$ cat src/rtl/gpio_port_pkg.sv
package gpio_port_pkg;

    localparam int DW = 8;
    localparam int AW = 5;

    typedef enum logic [2:0] {
        DRV_PUSH     = 3'd0,
        DRV_KEEPER   = 3'd1,
        DRV_PUSH_PD  = 3'd2,
        DRV_PUSH_PU  = 3'd3,
        DRV_HI_ONLY  = 3'd4,
        DRV_LO_ONLY  = 3'd5,
        DRV_HI_PD    = 3'd6,
        DRV_LO_PU    = 3'd7
    } drive_mode_e;

    typedef enum logic [1:0] {
        SNS_ANY  = 2'd0,
        SNS_RISE = 2'd1,
        SNS_FALL = 2'd2,
        SNS_LOW  = 2'd3
    } sense_mode_e;

    typedef struct packed {
        logic [1:0]  spare;
        sense_mode_e sense;
        logic        invert;
        drive_mode_e drive;
    } pin_cfg_t;

    localparam logic [AW-1:0] A_DIR      = 5'd0;
    localparam logic [AW-1:0] A_DIR_SET  = 5'd1;
    localparam logic [AW-1:0] A_DIR_CLR  = 5'd2;
    localparam logic [AW-1:0] A_DIR_TGL  = 5'd3;
    localparam logic [AW-1:0] A_OUT      = 5'd4;
    localparam logic [AW-1:0] A_OUT_SET  = 5'd5;
    localparam logic [AW-1:0] A_OUT_CLR  = 5'd6;
    localparam logic [AW-1:0] A_OUT_TGL  = 5'd7;
    localparam logic [AW-1:0] A_IN       = 5'd8;
    localparam logic [AW-1:0] A_FLAG     = 5'd9;
    localparam logic [AW-1:0] A_IMASK    = 5'd10;
    localparam logic [AW-1:0] A_PMASK    = 5'd11;
    localparam logic [AW-1:0] A_CFG_ALL  = 5'd12;
    localparam logic [AW-1:0] A_CTRL     = 5'd13;
    localparam int            CFG_BASE   = 16;

endpackage

$ cat src/rtl/gpio_in_sync.sv
module gpio_in_sync #(
    parameter int W = 8
) (
    input  logic         clk,
    input  logic         rst_n,
    input  logic [W-1:0] d,
    output logic [W-1:0] q
);
    logic [W-1:0] stage1;
    logic [W-1:0] stage2;

    always_ff @(posedge clk or negedge rst_n) begin
        if (!rst_n) begin
            stage1 <= '0;
            stage2 <= '0;
        end else begin
            stage1 <= d;
            stage2 <= stage1;
        end
    end

    assign q = stage2;
endmodule

$ cat src/rtl/gpio_pin_drive.sv
module gpio_pin_drive
    import gpio_port_pkg::*;
(
    input  logic        dir,
    input  logic        val,
    input  logic        invert,
    input  drive_mode_e mode,
    input  logic        keep_lvl,
    output logic        oe,
    output logic        o,
    output logic        pu,
    output logic        pd
);
    logic want_pu;
    logic want_pd;

    always_comb begin
        o       = val ^ invert;
        oe      = 1'b0;
        want_pu = 1'b0;
        want_pd = 1'b0;
        unique case (mode)
            DRV_PUSH:    oe = dir;
            DRV_KEEPER: begin
                oe      = dir;
                want_pu = keep_lvl;
                want_pd = ~keep_lvl;
            end
            DRV_PUSH_PD: begin
                oe      = dir;
                want_pd = 1'b1;
            end
            DRV_PUSH_PU: begin
                oe      = dir;
                want_pu = 1'b1;
            end
            DRV_HI_ONLY: oe = dir & o;
            DRV_LO_ONLY: oe = dir & ~o;
            DRV_HI_PD: begin
                oe      = dir & o;
                want_pd = 1'b1;
            end
            DRV_LO_PU: begin
                oe      = dir & ~o;
                want_pu = 1'b1;
            end
            default: oe = 1'b0;
        endcase
        pu = want_pu & ~oe;
        pd = want_pd & ~oe;
    end
endmodule

$ cat src/rtl/gpio_pin_sense.sv
module gpio_pin_sense
    import gpio_port_pkg::*;
(
    input  logic        clk,
    input  logic        rst_n,
    input  logic        lvl,
    input  sense_mode_e mode,
    input  logic        clr,
    output logic        flag
);
    logic prev_q;
    logic hit;

    always_comb begin
        unique case (mode)
            SNS_ANY:  hit = lvl ^ prev_q;
            SNS_RISE: hit = lvl & ~prev_q;
            SNS_FALL: hit = ~lvl & prev_q;
            SNS_LOW:  hit = ~lvl;
            default:  hit = 1'b0;
        endcase
    end

    always_ff @(posedge clk or negedge rst_n) begin
        if (!rst_n) begin
            prev_q <= 1'b0;
            flag   <= 1'b0;
        end else begin
            prev_q <= lvl;
            flag   <= hit | (flag & ~clr);
        end
    end


    set_wins_chk: assert property (@(posedge clk) disable iff (!rst_n)
        hit |=> flag);
endmodule

$ cat src/rtl/gpio_port_ctrl.sv
module gpio_port_ctrl
    import gpio_port_pkg::*;
#(
    parameter int NPIN    = 8,
    parameter int CLK_PIN = 4
) (
    input  logic            clk,
    input  logic            rst_n,
    input  logic            wr_en,
    input  logic [AW-1:0]   wr_addr,
    input  logic [DW-1:0]   wr_data,
    input  logic [AW-1:0]   rd_addr,
    output logic [DW-1:0]   rd_data,
    input  logic [NPIN-1:0] pad_in,
    input  logic            evt_ch0,
    input  logic            clk_src,
    output logic [NPIN-1:0] pad_oe,
    output logic [NPIN-1:0] pad_out,
    output logic [NPIN-1:0] pad_pu,
    output logic [NPIN-1:0] pad_pd,
    output logic            irq
);
    localparam int EVT_PIN = NPIN - 1;

    logic [NPIN-1:0] dir_q;
    logic [NPIN-1:0] out_q;
    logic [NPIN-1:0] imask_q;
    logic [NPIN-1:0] pmask_q;
    logic [1:0]      ctrl_q;
    pin_cfg_t        cfg_q [NPIN];

    logic [NPIN-1:0] raw_sync;
    logic [NPIN-1:0] in_val;
    logic [NPIN-1:0] inv_vec;
    logic [NPIN-1:0] out_val;
    logic [NPIN-1:0] flag_vec;
    logic [NPIN-1:0] flag_clr;
    logic [NPIN-1:0] wd;
    pin_cfg_t        cfg_wr;

    assign wd     = wr_data[NPIN-1:0];
    assign cfg_wr = pin_cfg_t'({2'b00, wr_data[5:0]});

    // control and data registers
    always_ff @(posedge clk or negedge rst_n) begin
        if (!rst_n) begin
            dir_q   <= '0;
            out_q   <= '0;
            imask_q <= '0;
            pmask_q <= '0;
            ctrl_q  <= '0;
        end else if (wr_en) begin
            case (wr_addr)
                A_DIR:     dir_q   <= wd;
                A_DIR_SET: dir_q   <= dir_q | wd;
                A_DIR_CLR: dir_q   <= dir_q & ~wd;
                A_DIR_TGL: dir_q   <= dir_q ^ wd;
                A_OUT:     out_q   <= wd;
                A_OUT_SET: out_q   <= out_q | wd;
                A_OUT_CLR: out_q   <= out_q & ~wd;
                A_OUT_TGL: out_q   <= out_q ^ wd;
                A_IMASK:   imask_q <= wd;
                A_PMASK:   pmask_q <= wd;
                A_CTRL:    ctrl_q  <= wr_data[1:0];
                default: ;
            endcase
        end
    end

    // per-pin configuration
    for (genvar p = 0; p < NPIN; p++) begin : g_cfg
        always_ff @(posedge clk or negedge rst_n) begin
            if (!rst_n) begin
                cfg_q[p] <= '0;
            end else if (wr_en) begin
                if (wr_addr == AW'(CFG_BASE + p))
                    cfg_q[p] <= cfg_wr;
                else if (wr_addr == A_CFG_ALL && pmask_q[p])
                    cfg_q[p] <= cfg_wr;
            end
        end
        assign inv_vec[p] = cfg_q[p].invert;
    end

    assign flag_clr = (wr_en && wr_addr == A_FLAG) ? wd : '0;

    gpio_in_sync #(.W(NPIN)) u_sync (
        .clk   (clk),
        .rst_n (rst_n),
        .d     (pad_in),
        .q     (raw_sync)
    );

    assign in_val = raw_sync ^ inv_vec;

    // output value selection with fixed-pin overrides
    always_comb begin
        out_val = out_q;
        if (ctrl_q[1]) out_val[CLK_PIN] = clk_src;
        if (ctrl_q[0]) out_val[EVT_PIN] = evt_ch0;
    end

    for (genvar p = 0; p < NPIN; p++) begin : g_pin
        gpio_pin_drive u_drv (
            .dir      (dir_q[p]),
            .val      (out_val[p]),
            .invert   (cfg_q[p].invert),
            .mode     (cfg_q[p].drive),
            .keep_lvl (raw_sync[p]),
            .oe       (pad_oe[p]),
            .o        (pad_out[p]),
            .pu       (pad_pu[p]),
            .pd       (pad_pd[p])
        );

        gpio_pin_sense u_sns (
            .clk   (clk),
            .rst_n (rst_n),
            .lvl   (in_val[p]),
            .mode  (cfg_q[p].sense),
            .clr   (flag_clr[p]),
            .flag  (flag_vec[p])
        );


        lo_only_chk: assert property (@(posedge clk) disable iff (!rst_n)
            (pad_oe[p] && (cfg_q[p].drive == DRV_LO_ONLY || cfg_q[p].drive == DRV_LO_PU))
            |-> !pad_out[p]);

        pull_excl_chk: assert property (@(posedge clk) disable iff (!rst_n)
            !(pad_pu[p] && pad_pd[p]) && !(pad_oe[p] && (pad_pu[p] || pad_pd[p])));
    end

    assign irq = |(flag_vec & imask_q);

    // read mux
    always_comb begin
        rd_data = '0;
        case (rd_addr)
            A_DIR, A_DIR_SET, A_DIR_CLR, A_DIR_TGL: rd_data[NPIN-1:0] = dir_q;
            A_OUT, A_OUT_SET, A_OUT_CLR, A_OUT_TGL: rd_data[NPIN-1:0] = out_q;
            A_IN:    rd_data[NPIN-1:0] = in_val;
            A_FLAG:  rd_data[NPIN-1:0] = flag_vec;
            A_IMASK: rd_data[NPIN-1:0] = imask_q;
            A_PMASK: rd_data[NPIN-1:0] = pmask_q;
            A_CTRL:  rd_data[1:0]      = ctrl_q;
            default: ;
        endcase
        for (int p = 0; p < NPIN; p++)
            if (rd_addr == AW'(CFG_BASE + p)) rd_data = cfg_q[p];
    end


    dir_set_chk: assert property (@(posedge clk) disable iff (!rst_n)
        (wr_en && wr_addr == A_DIR_SET) |=> dir_q == ($past(dir_q) | $past(wd)));

    out_tgl_chk: assert property (@(posedge clk) disable iff (!rst_n)
        (wr_en && wr_addr == A_OUT_TGL) |=> out_q == ($past(out_q) ^ $past(wd)));

    irq_src_chk: assert property (@(posedge clk) disable iff (!rst_n)
        (imask_q == '0) |-> !irq);
endmodule

$ cat config.mk
export PLATFORM = sky130hd
export DESIGN_NAME = gpio_port_ctrl
export DESIGN_NICKNAME = d
export VERILOG_FILES = /design/src/rtl/gpio_port_pkg.sv /design/src/rtl/gpio_in_sync.sv /design/src/rtl/gpio_pin_drive.sv /design/src/rtl/gpio_pin_sense.sv /design/src/rtl/gpio_port_ctrl.sv
export SDC_FILE = /design/constraint.sdc
export NUM_CORES = 1
export LEC_CHECK = 0
export ABC_AREA = 1
export BUFFER_PORTS_ARGS = -buffer_cell sky130_fd_sc_hd__clkbuf_2
export CELL_PAD_IN_SITES_DETAIL_PLACEMENT = 1
export CELL_PAD_IN_SITES_GLOBAL_PLACEMENT = 1
export CORE_ASPECT_RATIO = 1.25
export CORE_UTILIZATION = 40
export DETAILED_ROUTE_END_ITERATION = 8
export GPL_TIMING_DRIVEN = 0
export HOLD_SLACK_MARGIN = 0.03
export PLACE_DENSITY_LB_ADDON = 0.1
export SLEW_MARGIN = 25
export SYNTH_ARGS = -nofsm -noshare
export SYNTH_HDL_FRONTEND = slang
export SYNTH_SLANG_ARGS = --single-unit
$ cat constraint.sdc
create_clock -name clk -period 4.6 [get_ports clk]
set_input_delay 0.92 -clock clk [delete_from_list [all_inputs] [get_ports clk]]
set_output_delay 0.92 -clock clk [all_outputs]
set_load 0.02 [all_outputs]
==> results of run 1 <==
[kinds of logic (layout without fill, tap and decap cells)]
family,Yosys count,after routing,synth area share
flip-flops,114,114,0.3961
AND/OR/NAND/NOR,398,398,0.2279
XOR/XNOR,19,19,0.02311
buffers and inverters,173,275,0.1108
AO/OA/AOI/OAI,197,197,0.1586
adder cells (fa/ha/maj),48,48,0.08339
[path summary, 6_finish.rpt]
kind                             startpoint                  end  slack [ps]  cells past startpoint
max reg2reg                       cfg_q[59]  g_pin[0].u_sns.flag        2650                      6
min reg2reg                u_sync.stage1[1]          u_sync.q[1]         340                      0
max                              rd_addr[0]           rd_data[0]         970                     13
min in group asynchronous             rst_n             out_q[3]         450                      1
min                        u_sync.stage1[1]          u_sync.q[1]         340                      0
max in group asynchronous             rst_n            cfg_q[50]        3470                      2
[worst max-delay path, cell delays in order]
cell and delay [ps]:
sky130_fd_sc_hd__clkbuf_2 130, sky130_fd_sc_hd__inv_1 80, sky130_fd_sc_hd__nand2_1 250, sky130_fd_sc_hd__inv_1 140, sky130_fd_sc_hd__nand3_1 100, sky130_fd_sc_hd__nand2_1 70, sky130_fd_sc_hd__nor2_1 120, sky130_fd_sc_hd__nand3_1 100
sky130_fd_sc_hd__nand2_1 100, sky130_fd_sc_hd__nand4_1 170, sky130_fd_sc_hd__nor2_1 220, sky130_fd_sc_hd__nand3_1 130, sky130_fd_sc_hd__clkbuf_2 180
[registers in the layout, indices dropped and copies added (netlist names)]
signal and flops:
g_pin.u_sns.prev_q 8, g_pin.u_sns.flag 8, u_sync.stage1 8, out_q 8, imask_q 8, pmask_q 8, cfg_q 48, dir_q 8
ctrl_q 2, u_sync.q 8
[through the flow]
step / instances / area, um2 / hold WS (ps) / setup slack [ps] / util
2_1_floorplan: 949 / 7202 / 331.2 / 1721 / -
3_3_place_gp: 1242 / 7828 / 331.9 / 735.4 / 0.4456
3_5_place_dp: 1243 / 7868 / 335.7 / 993.9 / 0.4479
4_1_cts: 1275 / 8456 / 343.5 / 990.9 / 0.4813
5_1_grt: 1275 / 8456 / 354.4 / 873.1 / 0.4813
6_report: 1275 / 8456 / 344.8 / 969.3 / 0.4813
[final cells by class]
| cell class | count | area, um2 |
|---|---|---|
| Multi-Input combinational cell | 662 | 3551 |
| Tap cell | 224 | 280.3 |
| Inverter | 120 | 450.4 |
| Clock buffer | 20 | 456.7 |
| Sequential cell | 114 | 2853 |
| Clock inverter | 12 | 131.4 |
| Fill cell | 2237 | 9111 |
| Buffer | 53 | 351.6 |
| Timing Repair Buffer | 70 | 381.6 |
[per-layer routing]
layer,track usage,up-vias,part of all wire
li1,-,3237,-
met1,0.3571,3253,0.44
met5,0,-,0
met4,0.1182,0,0.033
met2,0.4770,135,0.49
met3,0.03866,43,0.033
[cells in the final DEF, fill, tap and decap left out, types with 28 or more instances in the layout]
cell type,Yosys,final
sky130_fd_sc_hd__nor2_1,52,52
sky130_fd_sc_hd__o21ai_0,118,118
sky130_fd_sc_hd__nand3_1,32,32
sky130_fd_sc_hd__ha_1,48,48
sky130_fd_sc_hd__a21oi_1,28,28
sky130_fd_sc_hd__clkbuf_2,0,71
sky130_fd_sc_hd__inv_1,116,116
sky130_fd_sc_hd__dfrtp_1,114,114
sky130_fd_sc_hd__nand2_1,275,275
sky130_fd_sc_hd__buf_4,35,35
[power by group]
| group | switching (mW) | leakage, nW | internal (mW) |
|---|---|---|---|
| combinational | 0.620 | 2.48 | 0.398 |
| clock | 0.496 | 0.278 | 0.825 |
| sequential | 0.233 | 1.40 | 1.18 |
| total | 1.35 | 4.16 | 2.40 |
==> metrics.cfg, run 1 <==
[logic_synthesis]
ys_seq_elements=114
synthCells=949
ys_async_sr_fraction=1.000
synth_area_leaders=sky130_fd_sc_hd__dfrtp_1 (40%), sky130_fd_sc_hd__nand2_1 (14%), sky130_fd_sc_hd__ha_1 (8.3%)
synth_top_area_share=0.3961
yosys.cell_count.top_type=sky130_fd_sc_hd__nand2_1
dominantRegCellSynth=sky130_fd_sc_hd__dfrtp_1
synth-edff-count=0
synth.net_count=1028
syn_area_um2=7202
synth_largest_area_cell=sky130_fd_sc_hd__dfrtp_1
yosysUniqueCellTypes=32
postSynthAreaPerCell_um2=7.589
synth_top_cells_by_count=sky130_fd_sc_hd__nand2_1 (275), sky130_fd_sc_hd__o21ai_0 (118), sky130_fd_sc_hd__inv_1 (116)
yosys_warnings=0
synth_sequential_area_ratio=0.3961

[worst_setup_path]
setup.worst_path.class=primary input to primary output
worst-endpoint-required_ps=3680
arrival_ps=2710
critical_path.startpoint_type=primary input
endpoint_kind=primary output
critPathMaxFanout=5

[clock_network]
post_cts_buffers=0
clock_tree.root_cell=sky130_fd_sc_hd__clkbuf_16
clock_path_buffers=2
tritoncts_clock_tree=done
postCtsHoldBufs=0
clock_insertion_delay_worst_skew_ps=420
cts_inserted_buffers=17
path_clk_slew_ps=60
clock_tree.htree_level_count=4
clock_sinks=114
post_cts.resized_instances=0

[timing]
report.final.setup_viol=0
totalNegativeSetupSlack_ps=0
timing.max_slew.rel_slack=0.2815
worstMarginPinSlew_ps=1078
timing_hold_violations_final=0
period_needed_ps=3631
clock-skew-final_ps=10.98
timing.final.crit_share=0.7893
maxClockFrequency_mhz=275.4
timing.final.max_slew_violations=0
grt_setup_unrepaired=no

[die]
io_pins=72
placement_rows=54
core_area_um2=17570
floorplan.die.width_um=122.0
die_y_um=152.0
design.die.area_um2=18550
floorplan.initialDensity=0.4100

[detailed_routing]
detail_route.first_pass.iterations=5
remaining_drc_errors=0
vias_per_cell=5.230
final_antenna_net_count=0
detail_routed_net_length_per_standard_cell_um=19.12
via_total_after_detailed_routing=6668
dr.first_iter.drc_count=446
route.final.wire_length_um=24370

[run]
max-cap-violations=0

[global_route]
grt.total_usage=0.2826
grt_max_degree=68
via_count_of_the_first_global_routing_pass=6932
grt_first_pass_wirelength_um=38830
number_of_antenna_violations_at_the_first_check_in_global_routing=0
grt.overflow.total=0

[layout]
drive_above_1_share=0.1722
antenna_cells_inserted=0
nNetsFinal=1117
flow.area_growth_from_synthesis_pct=17.41

[power]
ir_worst_vdd_mv=0.2609
p_per_area_nw_per_um2=443.8
fin_total_pwr_mw=3.752
total_leakage_power_nw=4.160

[place]
port_buffers=69
gpl.final_weighted_congestion=0.8811
place.detailed.hpwl_um=18520

[min_path]
hold_path_class=flip-flop to flip-flop

[status]
status=complete, no violations

Note: power is estimated with default switching activity, not from simulation.
==> run 2, diff against run 1 <==
--- a/config.mk
+++ b/config.mk
@@ -5,7 +5,7 @@
 export SDC_FILE = /design/constraint.sdc
 export NUM_CORES = 1
 export LEC_CHECK = 0
-export ABC_AREA = 1
+export ABC_AREA = 0
 export BUFFER_PORTS_ARGS = -buffer_cell sky130_fd_sc_hd__clkbuf_2
 export CELL_PAD_IN_SITES_DETAIL_PLACEMENT = 1
 export CELL_PAD_IN_SITES_GLOBAL_PLACEMENT = 1
==> constraint.sdc (replaced) <==
create_clock -name clk -period 3.4 [get_ports clk]
set_input_delay 0.68 -clock clk [delete_from_list [all_inputs] [get_ports clk]]
set_output_delay 0.68 -clock clk [all_outputs]
set_load 0.02 [all_outputs]
==> run 2 against run 1 <==
Effect of this change:
- combinational power up 68%
- wire length up 9.3%
- die area up 2.9%
- synthesized cell count down 20%
- first-iteration DRC count up 4.9%
- final area up 2.5%
- sequential share of layout area down 0.84 points
- largest power group unchanged
- via count down 4.5%
- register-to-register slack worse by 1300 ps
- hold slack worse by 140 ps
- worst setup slack worse by 850 ps
- count of clock-buffer cells in the layout unchanged
==> metrics.cfg, run 2 <==
[place]
placedCellCount=1056  ; was 1,243
gpl.final_weighted_congestion=0.9599  ; was 0.8811
port_buffers=68  ; was 69
place.detailed.hpwl_um=20190  ; was 18,520 um

[logic_synthesis]
yosys_warnings=0  ; unchanged
synth_sequential_area_ratio=0.3849  ; was 0.3961
syn_area_um2=7412  ; was 7202 um2
synth_area_leaders=sky130_fd_sc_hd__dfrtp_1 (38%), sky130_fd_sc_hd__ha_1 (8.1%), sky130_fd_sc_hd__mux2_2 (6.2%)  ; was sky130_fd_sc_hd__dfrtp_1 (40%), sky130_fd_sc_hd__nand2_1 (14%), sky130_fd_sc_hd__ha_1 (8.3%)
synth_largest_area_cell=sky130_fd_sc_hd__dfrtp_1  ; unchanged
synth-edff-count=0  ; unchanged
synth_top_cells_by_count=sky130_fd_sc_hd__dfrtp_1 (114), sky130_fd_sc_hd__inv_1 (62), sky130_fd_sc_hd__nand2_1 (52)  ; was sky130_fd_sc_hd__nand2_1 (275), sky130_fd_sc_hd__o21ai_0 (118), sky130_fd_sc_hd__inv_1 (116)
postSynthAreaPerCell_um2=9.766  ; was 7.589 um2
synth.net_count=838  ; was 1,028
synthCells=759  ; was 949
ys_seq_elements=114  ; unchanged
yosysUniqueCellTypes=61  ; was 32
yosys.cell_count.top_type=sky130_fd_sc_hd__dfrtp_1  ; was sky130_fd_sc_hd__nand2_1
ys_async_sr_fraction=1.000  ; unchanged
synth_top_area_share=0.3849  ; was 0.3961
dominantRegCellSynth=sky130_fd_sc_hd__dfrtp_1  ; unchanged

[worst_setup_path]
critPathMaxFanout=10  ; was 5
cp.buffers_inverters=4  ; unchanged
worst-endpoint-required_ps=2720  ; was 3680 ps
endpoint_kind=primary output  ; unchanged
critical_path.startpoint_type=primary input  ; unchanged
critical_path_most_common_cell=sky130_fd_sc_hd__buf_2
setup.worst_path.class=primary input to primary output  ; unchanged
worst_path_cell_trace=buf_6 -> buf_2 -> buf_2 -> o21ai_0 -> o31ai_1 -> a2111oi_2 -> o22ai_1 -> clkbuf_2  ; was clkbuf_2 -> inv_1 -> nand2_1 -> inv_1 -> nand3_1 -> nand2_1 -> nor2_1 -> nand3_1 -> nand2_1 -> nand4_1 -> nor2_1 -> nand3_1 -> clkbuf_2
critPathTopFamily=compound AO/OA/AOI/OAI gates  ; was simple AND/OR/NAND/NOR gates
cp_slowest_cell=sky130_fd_sc_hd__a2111oi_2  ; was sky130_fd_sc_hd__nand2_1
cp_slowest_stage_delay_ps=510  ; was 250 ps
arrival_ps=2600  ; was 2710 ps

[detailed_routing]
remaining_drc_errors=0  ; unchanged
route.final.wire_length_um=26640  ; was 24,370 um
final_antenna_net_count=0  ; unchanged
vias_per_cell=5.856  ; was 5.230
via_total_after_detailed_routing=6371  ; was 6,668
detail_routed_net_length_per_standard_cell_um=24.48  ; was 19.12 um
dr.first_iter.drc_count=468  ; was 446
detail_route.first_pass.iterations=5  ; unchanged

[layout]
regMostFlops=cfg_q  ; unchanged
antenna_cells_inserted=0  ; unchanged
drive_above_1_share=0.2430  ; was 0.1722
regArea_um2=2853  ; unchanged
most_used_cells_in_the_layout_excluding_fill_and_tap_cells=sky130_fd_sc_hd__dfrtp_1 (114), sky130_fd_sc_hd__clkbuf_2 (67), sky130_fd_sc_hd__inv_1 (62), sky130_fd_sc_hd__nand2_1 (52)  ; was sky130_fd_sc_hd__nand2_1 (275), sky130_fd_sc_hd__o21ai_0 (118), sky130_fd_sc_hd__inv_1 (116), sky130_fd_sc_hd__dfrtp_1 (114), sky130_fd_sc_hd__clkbuf_2 (71)
area_of_combinational_cells_with_multiple_inputs_um2=3923  ; was 3551 um2
nNetsFinal=926  ; was 1,117
final.fill_count=2044  ; was 2,237
layout_commonest_cell=sky130_fd_sc_hd__dfrtp_1  ; was sky130_fd_sc_hd__nand2_1
fin_cells=1088  ; was 1,275
largest_register_ff_count=48  ; unchanged
flow.area_growth_from_synthesis_pct=16.98  ; was 17.41%

[power]
sw_frac_of_total=0.3659  ; was 0.3598
intPower_mw=3.444  ; was 2.402 mW
p_per_area_nw_per_um2=626.4  ; was 443.8 nW/um2
pwr-share-seq=0.358  ; was 0.376
ir_worst_vdd_mv=0.3647  ; was 0.2609 mV
clkPwrFrac=0.327  ; was 0.352
combPwrFrac=0.315  ; was 0.271
fin_total_pwr_mw=5.431  ; was 3.752 mW
total_leakage_power_nw=4.193  ; was 4.160 nW
power_switching_mw=1.987  ; was 1.350 mW

[die]
core_area_um2=18100  ; was 17,570 um2
floorplan.initialDensity=0.4095  ; was 0.4100
die_y_um=154.2  ; was 152.0 um
design.die.area_um2=19080  ; was 18,550 um2
placement_rows=55  ; was 54
io_pins=72  ; unchanged
floorplan.die.width_um=123.8  ; was 122.0 um

[timing]
grt_setup_unrepaired=no  ; unchanged
period_needed_ps=3276
totalNegativeSetupSlack_ps=0  ; unchanged
maxClockFrequency_mhz=305.2
report.final.setup_viol=0  ; unchanged
clock-skew-final_ps=6.098  ; was 10.98 ps
timing.max_slew.rel_slack=0.4074  ; was 0.2815
worstMarginPinSlew_ps=888.8  ; was 1078 ps
timing_hold_violations_final=0  ; unchanged
timing.final.crit_share=0.9636
timing.final.max_slew_violations=0  ; unchanged

[global_route]
grt.total_usage=0.3001  ; was 0.2826
grt.overflow.total=0  ; unchanged
grt_max_degree=61  ; was 68
grt_first_pass_wirelength_um=41490  ; was 38,830 um
number_of_antenna_violations_at_the_first_check_in_global_routing=0  ; unchanged
via_count_of_the_first_global_routing_pass=6869  ; was 6,932

[status]
status=complete, no violations  ; unchanged

[clock_network]
clock_insertion_delay_worst_skew_ps=420  ; about the same
clock_path_buffers=2  ; unchanged
tritoncts_clock_tree=done  ; unchanged
clock_sinks=114  ; unchanged
cts_inserted_buffers=17  ; unchanged
post_cts_buffers=0  ; unchanged
clock_tree.root_cell=sky130_fd_sc_hd__clkbuf_16  ; unchanged
clock_tree.htree_level_count=4  ; unchanged
postCtsHoldBufs=0  ; unchanged
path_clk_slew_ps=60  ; about the same

[min_path]
hold_path_class=primary input to asynchronous set/reset pin  ; was flip-flop to flip-flop

[run]
max-cap-violations=0  ; unchanged

run 2: cell types whose count changed after synthesis, moves of 11 or more:
| cell | previous run | this run |
|---|---|---|
| sky130_fd_sc_hd__nand2_1 | 275 | 52 |
| sky130_fd_sc_hd__o21ai_0 | 118 | 46 |
| sky130_fd_sc_hd__inv_1 | 116 | 62 |
| sky130_fd_sc_hd__mux2i_1 | 0 | 46 |
| sky130_fd_sc_hd__mux2_2 | 0 | 41 |
| sky130_fd_sc_hd__nand3_1 | 32 | 4 |
| sky130_fd_sc_hd__a22oi_1 | 0 | 21 |
| sky130_fd_sc_hd__a21oi_1 | 28 | 48 |
| sky130_fd_sc_hd__nor2_1 | 52 | 36 |
| sky130_fd_sc_hd__o21ai_2 | 12 | 0 |
| sky130_fd_sc_hd__nor2b_1 | 0 | 11 |
| sky130_fd_sc_hd__xnor2_1 | 2 | 13 |
run 2: through the flow:
stage                 util  hold WS, ps  area (um2)  worst slack [ps]
finish              0.4791        209.6        8671             123.7
detailed placement  0.4461        336.3        8074            -242.7
floorplan                -        331.2        7412             688.1
global placement    0.4441        331.3        8038            -252.3
CTS                 0.4786        229.1        8662             17.45
global route        0.4791        239.4        8671             30.33
run 2: power by group through the flow:
stage                     logic, mW  registers, mW  clock network [mW]
after floorplan                1.21           1.81                   0
after global placement         1.61           1.94                   0
after detailed placement       1.70           1.96                   0
after CTS                      1.72           1.94                1.80
after global routing           1.89           1.98                1.87
final                          1.71           1.94                1.77
run 2: cells by family after synthesis:
logic type                 count (synthesis)  synth area share
DFF                                      114            0.3849
AOI/OAI and AO/OA                        178            0.1521
buffers and inverters                    128           0.08795
muxes                                     93            0.1426
xor gates and xnor gates                  24           0.02836
adders and majority gates                 48           0.08103
and+or+nand+nor                          174            0.1231
run 2: path summary, 6_finish.rpt:
| kind | from | to | slack, ps | cells past startpoint |
|---|---|---|---|---|
| max in group asynchronous | rst_n | g_pin[2].u_sns.prev_q | 2500 | 2 |
| worst max register to register | cfg_q[43] | g_pin[2].u_sns.flag | 1300 | 6 |
| worst max-delay path | rd_addr[0] | rd_data[0] | 120 | 8 |
| worst min-delay path | rst_n | out_q[7] | 210 | 1 |
| worst min register to register | u_sync.stage1[2] | u_sync.q[2] | 350 | 0 |
| min in group clk | u_sync.stage1[2] | u_sync.q[2] | 350 | 0 |
run 2: layout make-up:
cell class	instances	area share
plain buffers	63	0.04704
clock buffers	20	0.05152
clock inverters	12	0.01558
inverters	65	0.02814
multi-input cells	517	0.4524
flip-flops and latches	114	0.3290
well taps	228	0.03290
repair buffers	69	0.04343
run 2: routing by layer:
metal	track usage	up-vias	routed length, um
met2	0.4937	211	13020
met3	0.06121	75	1278
met4	0.1606	0	1387
met5	0	-	0
met1	0.3635	3233	10950
li1	-	2852	-
run 2: worst register-to-register path, stage by stage (launching register included):
cell and delay (ps):
sky130_fd_sc_hd__dfrtp_1 430, sky130_fd_sc_hd__xnor2_1 380, sky130_fd_sc_hd__inv_1 140, sky130_fd_sc_hd__ha_1 320, sky130_fd_sc_hd__inv_1 50, sky130_fd_sc_hd__mux4_2 500, sky130_fd_sc_hd__a21o_1 170
run 2: what timing repair did:
item | 4_1_cts | 5_1_grt
setup endpoints to repair | 1 | 1
gates resized for setup | 2 | 1
pin swaps | 0 | 0
